==> config.mk <==
export PLATFORM = sky130hd
export DESIGN_NAME = tdl_hit_encoder
export DESIGN_NICKNAME = d
export VERILOG_FILES = /design/src/rtl/tdl_enc_pkg.sv /design/src/rtl/tdl_enc_datapath.sv /design/src/rtl/tdl_enc_control.sv /design/src/rtl/tdl_hit_encoder.sv
export SDC_FILE = /design/constraint.sdc
export NUM_CORES = 1
export LEC_CHECK = 0
export BUFFER_PORTS_ARGS = -buffer_cell sky130_fd_sc_hd__clkbuf_2
export CAP_MARGIN = 25
export CORE_ASPECT_RATIO = 1.4
export CORE_MARGIN = 2
export CORE_UTILIZATION = 35
export DETAILED_ROUTE_END_ITERATION = 12
export PLACE_DENSITY_LB_ADDON = 0.3
export REMOVE_ABC_BUFFERS = 1
export SLEW_MARGIN = 30
export SYNTH_ARGS = -nofsm -noshare
export SYNTH_HDL_FRONTEND = slang
export SYNTH_HIERARCHICAL = 1
export SYNTH_SLANG_ARGS = --single-unit
==> constraint.sdc <==
create_clock -name clk -period 3.3 [get_ports clk]
set_input_delay 0.165 -clock clk [delete_from_list [all_inputs] [get_ports clk]]
set_output_delay 0.165 -clock clk [all_outputs]
set_load 0.02 [all_outputs]
==> src/rtl/tdl_enc_pkg.sv <==
`timescale 1ns/1ps
package tdl_enc_pkg;
  // Strobes issued by the control to the datapath each cycle
  typedef struct packed {
    logic load;       // latch the current capture as a first sighting
    logic emitPair;   // emit held capture paired with the current one
    logic emitSingle; // emit held capture alone
  } encStb_t;
endpackage

==> src/rtl/tdl_enc_datapath.sv <==
`timescale 1ns/1ps
module tdl_enc_datapath
  import tdl_enc_pkg::*;
#(
  parameter int TAPS = 48,
  parameter int CW   = 16
) (
  input  logic                     clk,
  input  logic                     rst,
  input  logic [TAPS-1:0]          tapIn,
  input  logic [CW-1:0]            coarseIn,
  input  encStb_t                  stb,
  output logic                     hitValid,
  output logic                     outVld,
  output logic [CW-1:0]            outCoarse,
  output logic [$clog2(TAPS)-1:0]  outN1,
  output logic [$clog2(TAPS)-1:0]  outN2,
  output logic                     outPair
);
  localparam int CODEW = $clog2(TAPS);

  logic [TAPS-1:0]  filt;
  logic [TAPS-1:0]  fall;
  logic [CODEW-1:0] code;
  logic [CODEW-1:0] heldN1;
  logic [CW-1:0]    heldCoarse;

  // Bubble filter: interior taps take a three-tap majority
  for (genvar i = 0; i < TAPS; i++) begin : g_filt
    if (i == 0 || i == TAPS - 1) begin : g_edge
      assign filt[i] = tapIn[i];
    end else begin : g_mid
      assign filt[i] = (tapIn[i-1] & tapIn[i]) | (tapIn[i] & tapIn[i+1]) |
                       (tapIn[i-1] & tapIn[i+1]);
    end
  end

  // One-to-zero transitions mark candidate front positions
  for (genvar i = 0; i < TAPS; i++) begin : g_fall
    if (i == 0) begin : g_none
      assign fall[i] = 1'b0;
    end else begin : g_cmp
      assign fall[i] = filt[i-1] & ~filt[i];
    end
  end

  // Priority encoder: lowest transition wins
  always_comb begin
    code = '0;
    for (int i = TAPS - 1; i >= 1; i--) begin
      if (fall[i]) code = CODEW'(i);
    end
  end

  assign hitValid = |fall;

  always_ff @(posedge clk) begin
    if (rst) begin
      heldN1     <= '0;
      heldCoarse <= '0;
    end else if (stb.load) begin
      heldN1     <= code;
      heldCoarse <= coarseIn;
    end
  end

  always_ff @(posedge clk) begin
    if (rst) begin
      outVld    <= 1'b0;
      outCoarse <= '0;
      outN1     <= '0;
      outN2     <= '0;
      outPair   <= 1'b0;
    end else begin
      outVld <= stb.emitPair | stb.emitSingle;
      if (stb.emitPair || stb.emitSingle) begin
        outCoarse <= heldCoarse;
        outN1     <= heldN1;
        outN2     <= stb.emitPair ? code : '0;
        outPair   <= stb.emitPair;
      end
    end
  end
endmodule

==> src/rtl/tdl_enc_control.sv <==
`timescale 1ns/1ps
module tdl_enc_control
  import tdl_enc_pkg::*;
(
  input  logic    clk,
  input  logic    rst,
  input  logic    hitValid,
  output encStb_t stb
);
  logic pending;

  always_comb begin
    stb.load       = ~pending & hitValid;
    stb.emitPair   = pending & hitValid;
    stb.emitSingle = pending & ~hitValid;
  end

  always_ff @(posedge clk) begin
    if (rst) pending <= 1'b0;
    else     pending <= ~pending & hitValid;
  end
endmodule

==> src/rtl/tdl_hit_encoder.sv <==
`timescale 1ns/1ps
module tdl_hit_encoder
  import tdl_enc_pkg::*;
#(
  parameter int TAPS = 48,
  parameter int CW   = 16
) (
  input  logic                    clk,
  input  logic                    rst,
  input  logic [TAPS-1:0]         tapIn,
  input  logic [CW-1:0]           coarseIn,
  output logic                    outVld,
  output logic [CW-1:0]           outCoarse,
  output logic [$clog2(TAPS)-1:0] outN1,
  output logic [$clog2(TAPS)-1:0] outN2,
  output logic                    outPair
);
  encStb_t stb;
  logic    hitValid;

  tdl_enc_control u_ctrl (
    .clk(clk), .rst(rst), .hitValid(hitValid), .stb(stb)
  );

  tdl_enc_datapath #(.TAPS(TAPS), .CW(CW)) u_dp (
    .clk(clk), .rst(rst), .tapIn(tapIn), .coarseIn(coarseIn), .stb(stb),
    .hitValid(hitValid), .outVld(outVld), .outCoarse(outCoarse),
    .outN1(outN1), .outN2(outN2), .outPair(outPair)
  );
endmodule

==> results.tsv <==
metric	value	unit
outcome	finished clean	
clkPwrFrac	32.5	%
finalHoldViolCount	0	
synth_area	3970	um^2
coreArea	11200	um^2
synth_edf_count	0	
die_area	12200	um^2
postCtsResizedCells	0	
grt_usage	16.4	%
p_sw_share	30.2	%
yosys.area.top_type_share	26.7	%
drc_errors	0	
fill_cells	1158	
synthCells	517	
seqPwrFrac	39.2	%
async_reset_ff_share	0	%
multi_input_area	2660	um^2
grt_max_degree	52	
syn2layout_area_growth	17.4	%
maxCapViolations	0	
overflow	0	
die_w	94.0	um
cts_sinks	53	
seqCellArea	1060	um^2
antenna_found_initial	0	
drtPass1Iterations	5	
cp-end-kind	flip-flop	
cts.htree.levels	2	
yosysMostFrequentCell	nand2_1	
ir_drop	0.246	mV
clk_latency	290	ps
synth_area_leaders	dfxtp_1 27%, nand2_1 6.0%, a21oi_1 5.5%, mux2i_1 4.3%, nor4bb_1 3.5%	
path_clk_slew	70	ps
finalSetupViolCount	0	
finalClockSkew	4.01	ps
hpwl	8.06	mm
crit_path_start_kind	input port	
tightestPinTransition	707	ps
ys_ff_latch	53	
internal_power	1240	uW
cts_post_setup_buffers_inserted	0	
pwr-share-comb	28.3	%
power_leakage	0.00192	uW
yosysTopAreaCell	dfxtp_1	
tns	0	ps
cts_hold_buf	0	
finalCriticalPeriod	2730	ps
rrSetupSlack	1750	ps
wl_per_cell	14.5	um
finalCritPeriodShare	82.8	%
drt-initial-drc-count	179	
via_per_inst	5.50	
ys_types	75	
drtAntennaViolNets	0	
die_y	130	um
gp_congestion	0.836	
cts_tree	yes	
clockBufferDepth	2	
final_max_slew_viol_count	0	
hold_ws	112	ps
synth-main-ff-cell	dfxtp_1	
cp_max_fo	22	
grt_setup_unrepaired	no	
crit_arrival	2880	ps
vias	3999	
fmax	366	MHz
syn_avg_cell_area	7.68	um^2
critical_path_class	in2reg	
root_buffer	clkbuf_16	
portBuffers	95	
synth_common_cells	63 x nand2_1, 53 x dfxtp_1, 44 x a21oi_1, 36 x nor2_1, 30 x clkbuf_1	
yosysWarningCount	6	
grt_pass1_vias	3666	
slew_headroom	52.1	%
n_antenna_cell	0	
rows	46	
p_sw	538	uW
worst-endpoint-required	3450	ps
routed_wl	10.5	mm
hold_class	in2reg	
cts-buffers-inserted	5	
grt_pass1_wl	16.7	mm
yosysSeqAreaShare	26.7	%
layout.nets	648	
power_density	382	nW/um^2
drive_gt1_share	21.4	%
start_util	35.4	%
ios	96	
[cell families after synthesis]
kind of cell | after synthesis | synth area share, %
AND/OR/NAND/NOR | 214 | 31.0
buffers and inverters | 60 | 6.46
XOR/XNOR | 29 | 6.40
AO/OA/AOI/OAI | 144 | 25.1
flip-flops | 53 | 26.7
multiplexers | 17 | 4.28
[power by group through the flow]
stage               clock (uW)  combinational, uW  sequential [uW]
finish                     580                505              698
global route               623                553              702
CTS                        600                504              698
detailed placement           0                501              713
global placement             0                494              711
floorplan                    0                284              730
[routing by layer]
metal / track usage [%] / wire (um) / vias up
li1: - / - / 2024
met1: 19.5 / 4560 / 1867
met2: 30.4 / 5390 / 98
met3: 2.77 / 475 / 10
met4: 3.92 / 112 / 0
met5: 0 / 0 / -
[layout by cell type, fill, tap and decap left out, types with 5 or more instances in the layout]
master / synthesis / final
a31oi_1: 10 / 10
xnor2_1: 14 / 14
o21ai_1: 6 / 6
buf_4: 1 / 5
mux2i_1: 17 / 17
nand2b_1: 14 / 14
nor2b_1: 17 / 16
nor2_1: 36 / 36
dfxtp_1: 53 / 53
clkbuf_16: 0 / 5
o32ai_1: 9 / 9
xor2_1: 15 / 15
o211ai_1: 5 / 5
inv_1: 16 / 16
o21a_1: 5 / 5
nand3_1: 7 / 7
nand3b_1: 5 / 5
nand2_1: 63 / 63
o21ai_0: 11 / 11
nor4bb_1: 14 / 14
nor4_1: 5 / 5
clkbuf_2: 0 / 95
nor3_1: 9 / 9
a21oi_1: 44 / 44
nor3b_1: 9 / 9
[path summary, 6_finish.rpt]
check | cells after the start | from | endpoint
hold reg to reg | 2 | u_dp/outCoarse[8] | u_dp/outCoarse[8]
hold / removal | 3 | coarseIn[15] | u_dp/heldCoarse[15]
setup reg to reg | 4 | u_ctrl/pending | u_dp/heldCoarse[6]
setup / recovery | 12 | tapIn[21] | u_dp/outCoarse[0]
[sequential cells by signal, indices dropped and copies added (netlist names)]
name	cells
u_dp/outN2	6
u_dp/outCoarse	16
u_ctrl/pending	1
u_dp/heldN1	6
u_dp/heldCoarse	16
u_dp/outVld	1
u_dp/outN1	6
u_dp/outPair	1
[through the flow]
step	utilization (%)	instance area (um^2)	setup WS, ps	cells	total power, uW
2_1_floorplan	-	3780	-9.98	474	1010
3_3_place_gp	40.0	4490	342	719	1200
5_1_grt	41.5	4660	399	727	1880
3_5_place_dp	40.0	4490	272	719	1210
4_1_cts	41.5	4660	580	727	1800
6_report	41.5	4660	569	727	1780
[critical path: stages]
cell and delay (ps):
clkbuf_2 160, xor2_1 180, a311oi_2 330, o221ai_2 170
or4b_4 590, nor3b_4 230, nand4_1 150, and2_2 280
or2_0 230, buf_4 220, nand2_1 100, a21oi_1 70
[area by class of cell]
class,count,share of cell area (%)
inverter,17,1.37
timing repair buffer,101,11.4
tap,144,3.86
clock inverter,2,0.832
sequential,53,22.8
multi-input combinational,404,57.0
clock buffer,6,2.76
(Power assumes the default switching activity.)
